File: config.mk
export PLATFORM = sky130hd
export DESIGN_NAME = byte_pixel_demux
export DESIGN_NICKNAME = d
export VERILOG_FILES = /design/src/rtl/bpd_pkg.sv /design/src/rtl/bpd_phase_tracker.sv /design/src/rtl/bpd_pixel_assembler.sv /design/src/rtl/bpd_finisher.sv /design/src/rtl/byte_pixel_demux.sv
export SDC_FILE = /design/constraint.sdc
export NUM_CORES = 1
export LEC_CHECK = 0
export ABC_AREA = 1
export BUFFER_PORTS_ARGS = -buffer_cell sky130_fd_sc_hd__clkbuf_2
export CAP_MARGIN = 30
export CORE_UTILIZATION = 60
export CTS_BUF_LIST = sky130_fd_sc_hd__clkbuf_8
export DETAILED_ROUTE_END_ITERATION = 6
export GPL_TIMING_DRIVEN = 0
export PLACE_DENSITY = 0.81
export SLEW_MARGIN = 0
export SYNTH_ARGS = -nofsm -noshare
export SYNTH_HDL_FRONTEND = slang
export SYNTH_SLANG_ARGS = --single-unit
export TNS_END_PERCENT = 20
File: constraint.sdc
create_clock -name clk -period 5.2 [get_ports clk]
set_input_delay 1.56 -clock clk [delete_from_list [all_inputs] [get_ports clk]]
set_output_delay 1.56 -clock clk [all_outputs]
set_load 0.02 [all_outputs]
File: src/rtl/bpd_pkg.sv
package bpd_pkg;
    localparam int COMP_W   = 8;
    localparam int PH_W     = 2;
    localparam int YCC_LAST = 3;
    localparam int RGB_LAST = 2;

    typedef enum logic {
        FMT_YCC = 1'b0,
        FMT_RGB = 1'b1
    } fmt_e;

    typedef logic [COMP_W-1:0] comp_t;
    typedef logic [PH_W-1:0]   phase_t;

    typedef struct packed {
        comp_t c0;
        comp_t c1;
        comp_t c2;
    } pixel_t;

    function automatic phase_t last_phase(fmt_e f);
        return (f == FMT_RGB) ? phase_t'(RGB_LAST) : phase_t'(YCC_LAST);
    endfunction

    // full-range mirror: max - v equals the bitwise complement
    function automatic pixel_t mirror_px(pixel_t p);
        pixel_t r;
        r.c0 = ~p.c0;
        r.c1 = ~p.c1;
        r.c2 = ~p.c2;
        return r;
    endfunction

    // picks the earlier or the later byte of a swappable pair
    function automatic comp_t pick(logic swap, comp_t early, comp_t late, logic want_early);
        return (swap ^ want_early) ? early : late;
    endfunction
endpackage

File: src/rtl/bpd_phase_tracker.sv
module bpd_phase_tracker
    import bpd_pkg::*;
(
    input  logic   clk,
    input  logic   rst,
    input  logic   in_valid,
    input  logic   line_start,
    input  fmt_e   fmt,
    output phase_t cur_phase,
    output logic   cur_last,
    output phase_t phase_q
);
    // a line start forces the byte of this cycle to be the first one
    assign cur_phase = line_start ? '0 : phase_q;
    assign cur_last  = (cur_phase == last_phase(fmt));

    always_ff @(posedge clk) begin
        if (rst) begin
            phase_q <= '0;
        end else if (in_valid) begin
            phase_q <= cur_last ? '0 : phase_t'(cur_phase + 1'b1);
        end else if (line_start) begin
            phase_q <= '0;
        end
    end
endmodule

File: src/rtl/bpd_pixel_assembler.sv
module bpd_pixel_assembler
    import bpd_pkg::*;
(
    input  logic   clk,
    input  logic   rst,
    input  logic   in_valid,
    input  comp_t  in_byte,
    input  phase_t cur_phase,
    input  fmt_e   fmt,
    input  logic   swap,
    output logic   st_valid,
    output pixel_t st_px
);
    localparam int SLOTS = YCC_LAST;

    comp_t  slot_q [SLOTS];
    logic   done;
    pixel_t px;
    comp_t  chroma_late;

    // second chroma byte: the current byte at phase 2, the held one at phase 3
    assign chroma_late = (cur_phase == phase_t'(2)) ? in_byte : slot_q[2];

    always_comb begin
        done = 1'b0;
        px   = '0;
        if (fmt == FMT_RGB) begin
            if (cur_phase == phase_t'(RGB_LAST)) begin
                done  = 1'b1;
                px.c0 = pick(swap, slot_q[0], in_byte, 1'b1);
                px.c1 = slot_q[1];
                px.c2 = pick(swap, slot_q[0], in_byte, 1'b0);
            end
        end else begin
            if (cur_phase == phase_t'(2)) begin
                done  = 1'b1;
                px.c0 = slot_q[1];
            end else if (cur_phase == phase_t'(YCC_LAST)) begin
                done  = 1'b1;
                px.c0 = in_byte;
            end
            px.c1 = pick(swap, slot_q[0], chroma_late, 1'b1);
            px.c2 = pick(swap, slot_q[0], chroma_late, 1'b0);
        end
    end

    for (genvar s = 0; s < SLOTS; s++) begin : g_slot
        always_ff @(posedge clk) begin
            if (rst) begin
                slot_q[s] <= '0;
            end else if (in_valid && cur_phase == phase_t'(s)) begin
                slot_q[s] <= in_byte;
            end
        end
    end

    always_ff @(posedge clk) begin
        if (rst) begin
            st_valid <= 1'b0;
            st_px    <= '0;
        end else begin
            st_valid <= in_valid && done;
            if (in_valid && done) begin
                st_px <= px;
            end
        end
    end
endmodule

File: src/rtl/bpd_finisher.sv
module bpd_finisher
    import bpd_pkg::*;
(
    input  logic   clk,
    input  logic   rst,
    input  logic   st_valid,
    input  pixel_t st_px,
    input  logic   invert,
    output logic   out_valid,
    output pixel_t out_px
);
    always_ff @(posedge clk) begin
        if (rst) begin
            out_valid <= 1'b0;
            out_px    <= '0;
        end else begin
            out_valid <= st_valid;
            if (st_valid) begin
                out_px <= invert ? mirror_px(st_px) : st_px;
            end
        end
    end
endmodule

File: src/rtl/byte_pixel_demux.sv
module byte_pixel_demux
    import bpd_pkg::*;
(
    input  logic       clk,
    input  logic       rst,
    input  logic       in_valid,
    input  logic [7:0] in_byte,
    input  logic       line_start,
    input  logic       fmt_rgb,
    input  logic       swap,
    input  logic       invert,
    output logic       px_valid,
    output logic [7:0] px_c0,
    output logic [7:0] px_c1,
    output logic [7:0] px_c2
);
    fmt_e   fmt;
    phase_t cur_phase;
    phase_t phase_q;
    logic   cur_last;
    logic   st_valid;
    pixel_t st_px;
    pixel_t out_px;

    assign fmt = fmt_e'(fmt_rgb);

    bpd_phase_tracker u_phase (
        .clk        (clk),
        .rst        (rst),
        .in_valid   (in_valid),
        .line_start (line_start),
        .fmt        (fmt),
        .cur_phase  (cur_phase),
        .cur_last   (cur_last),
        .phase_q    (phase_q)
    );

    bpd_pixel_assembler u_asm (
        .clk       (clk),
        .rst       (rst),
        .in_valid  (in_valid),
        .in_byte   (comp_t'(in_byte)),
        .cur_phase (cur_phase),
        .fmt       (fmt),
        .swap      (swap),
        .st_valid  (st_valid),
        .st_px     (st_px)
    );

    bpd_finisher u_fin (
        .clk       (clk),
        .rst       (rst),
        .st_valid  (st_valid),
        .st_px     (st_px),
        .invert    (invert),
        .out_valid (px_valid),
        .out_px    (out_px)
    );

    assign px_c0 = out_px.c0;
    assign px_c1 = out_px.c1;
    assign px_c2 = out_px.c2;
endmodule

==> impl_metrics.yaml <==
synth:
  netlist_top_cells_area: "sky130_fd_sc_hd__dfxtp_1 27%, sky130_fd_sc_hd__edfxtp_1 19%, sky130_fd_sc_hd__nor2_1 12%"
  synth.largest_area_cell: "sky130_fd_sc_hd__dfxtp_1"
  ys_seq_area_share_pct: 46.5
  share_of_the_synthesized_area_in_the_top_cell_type_pct: 27.5
  asyncSetResetFlopFracSynth_pct: 0
  synth.lib_cells_used.distinct: 29
  synth_seq_cells: 76
  syn_area_sq_mm: 0.00379
  yosys_warnings: 0
  postSynthNetCount: 509
  syn_area_per_cell_sq_um: 7.67
  most_used_dff_post_synth: "sky130_fd_sc_hd__dfxtp_1"
  synth_edf_count: 24
  gate_count_post_synth: 494
die:
  die_w_um: 81.5
  die_height_um: 81.5
  core-area_sq_mm: 0.00599
  starting_utilization_of_the_core_area_pct: 63.3
  core.rowCount: 28
  die_area_sq_mm: 0.00664
  floorplan.io_pins: 40
clock_network:
  cts.htree.levels: 3
  ctsResizeCount: 0
  cts_tree: "done"
  clock_insertion_delay_worst_skew_ns: 0.37
  cts_buffer_depth: 2
  cts.repair_timing.setup_buffer_count: 0
  root_buffer: "sky130_fd_sc_hd__clkbuf_8"
  tritoncts.num_buffers: 9
  cts_hold_buf: 0
  clkSlewWorstSetupHoldPaths_ns: 0.09
  cts_sinks: 76
timing:
  grt_setup_unrepaired: "false"
  setup_viol: 0
  worst_pin_slew_ns: 0.596
  fin_worst_skew_ns: 0.0108
  finalHoldViolations: 0
  relSlewSlack_pct: 60.1
  achievable-frequency_mhz: 368
  min_period_over_period_pct: 52.3
  finalCriticalPeriod_ns: 2.72
  final-max-slew-violation-count: 0
  setup_tns_ns: 0
power:
  clkPwrFrac_pct: 36.1
  totalPowerFinal_uw: 1160
  power.share.sequential_pct: 54.9
  internal_uw: 833
  vdd_drop_max_mv: 0.175
  power.density_mw_per_mm2: 272
  switching_share_pct: 27.9
  total_leakage_power_uw: 0.00206
  netSwitchingPower_uw: 322
  power.combinational.fraction_pct: 8.9
cells_and_area:
  stdcell_count: 625
  layout.cells.most_common: "sky130_fd_sc_hd__nor2_1"
  layout-drive-gt1-share_pct: 16.5
  area_overhead_of_the_layout_relative_to_synthesis_pct: 12.3
  final_cell_mix: "123 x sky130_fd_sc_hd__nor2_1, 62 x sky130_fd_sc_hd__nand2_1, 62 x sky130_fd_sc_hd__o21ai_0, 52 x sky130_fd_sc_hd__dfxtp_1, 45 x sky130_fd_sc_hd__inv_1"
  antennaDiodeCount: 0
  final_layout_net_count: 560
  finish.instance_area_sq_mm: 0.00426
global_routing:
  first_global_vias: 2968
  grt_start_max_net_pins: 15
  antenna_violations_before_repair: 0
  grt_first_pass_wirelength_um: 14200
  global_route.overflow_total: 0
  total_track_usage_pct: 29.1
placed_design:
  placedInstanceArea_sq_mm: 0.00408
  post-place-cells: 609
  number_of_buffers_added_on_ports: 38
  detailed_place_hpwl_um: 6770
  gp_congestion: 0.894
routing:
  via_count: 3291
  detailedRoute.firstIterationViolations: 179
  vias_per_cell: 5.27
  drc_errors: 0
  post_drt_wl_per_cell_um: 14.4
  wl_um: 8980
  detail_route.first_pass.iterations: 5
  antenna_violating_nets_post_route: 0
worst_setup_path:
  worst_ep_arrival_time_ns: 2.78
  cp-start-kind: "input port"
  critical_path_required_ns: 5.26
  criticalPathCategory: "input port to flip-flop"
  timing.critical_path.to_type: "flip-flop"
  cp_max_fo: 6
run:
  timing.max_cap.violations: 0
worst_hold_path:
  holdCritPathClass: "flip-flop to flip-flop"
outcome:
  run_status: "completed"
[stage by stage]
| stage | util [%] | setup slack (ns) | hold WS, ns |
|---|---|---|---|
| finish | 71.1 | 2.48 | 0.516 |
| detailed placement | 68.2 | 2.11 | 0.509 |
| CTS | 71.1 | 2.49 | 0.522 |
| floorplan | - | 2.20 | 0.455 |
| global route | 71.1 | 2.38 | 0.550 |
| global placement | 68.0 | 1.74 | 0.508 |
[cells in the mapped netlist (7+ instances only)]
| master | number |
|---|---|
| sky130_fd_sc_hd__xor2_1 | 24 |
| sky130_fd_sc_hd__o21ai_0 | 62 |
| sky130_fd_sc_hd__clkbuf_1 | 14 |
| sky130_fd_sc_hd__edfxtp_1 | 24 |
| sky130_fd_sc_hd__dfxtp_1 | 52 |
| sky130_fd_sc_hd__a21oi_2 | 7 |
| sky130_fd_sc_hd__nand2_1 | 62 |
| sky130_fd_sc_hd__nor2_1 | 123 |
| sky130_fd_sc_hd__a21oi_1 | 19 |
| sky130_fd_sc_hd__nand3_1 | 25 |
| sky130_fd_sc_hd__or2_2 | 8 |
| sky130_fd_sc_hd__inv_1 | 44 |
[cell families (layout without fill, tap and decap cells)]
logic type | Yosys count | count (layout) | share of synthesized area (%)
AOI/OAI and AO/OA | 94 | 94 | 13.3
xor gates and xnor gates | 24 | 24 | 5.55
buffers and inverters | 71 | 127 | 8.62
DFF | 76 | 76 | 46.5
and+or+nand+nor | 229 | 229 | 26.0
[power groups by stage]
stage                     combinational [uW]  sequential, uW  clock [uW]
final                                    103             635         418
after global routing                     114             637         441
after CTS                                101             635         419
after detailed placement                 101             648           0
after global placement                  98.4             648           0
after floorplan                         67.2             648           0
[layer usage]
metal | vias up | share of wire (%) | track usage, %
li1 | 1677 | - | -
met1 | 1481 | 46 | 37.7
met2 | 114 | 47 | 48.1
met3 | 19 | 5.1 | 3.89
met4 | 0 | 2.1 | 13.2
met5 | - | 0 | 0
[flip-flops by register name (all words and copies together) (netlist names)]
signal / cells
u_fin.out_valid: 1
u_fin.out_px: 24
u_asm.st_valid: 1
u_asm.st_px: 24
u_asm.slot_q: 24
u_phase.phase_q: 2
[critical path, stage by stage]
cell and delay, ns:
sky130_fd_sc_hd__clkbuf_2 0.10, sky130_fd_sc_hd__nor2_1 0.30, sky130_fd_sc_hd__inv_1 0.13, sky130_fd_sc_hd__o31ai_1 0.41
sky130_fd_sc_hd__buf_2 0.29
[path summary, 6_finish.rpt]
check                      from            endpoint  slack, ns  cells after the start
max                  line_start  u_asm.slot_q[1][3]       2.48                      5
min             u_asm.st_px[15]     u_asm.st_px[15]       0.52                      2
max reg2reg  u_phase.phase_q[0]  u_asm.slot_q[1][3]       3.09                      5
min reg2reg     u_asm.st_px[15]     u_asm.st_px[15]       0.52                      2
[layout make-up]
| class | instances | area, sq um |
|---|---|---|
| clock inverters | 7 | 48.8 |
| plain buffers | 27 | 161 |
| clock buffers | 9 | 124 |
| repair buffers | 40 | 200 |
| flip-flops and latches | 76 | 1760 |
| multi-input cells | 347 | 1700 |
| well taps | 75 | 93.8 |
| inverters | 44 | 165 |
| fillers | 528 | 1730 |
Power figures use the tool's default switching activity.
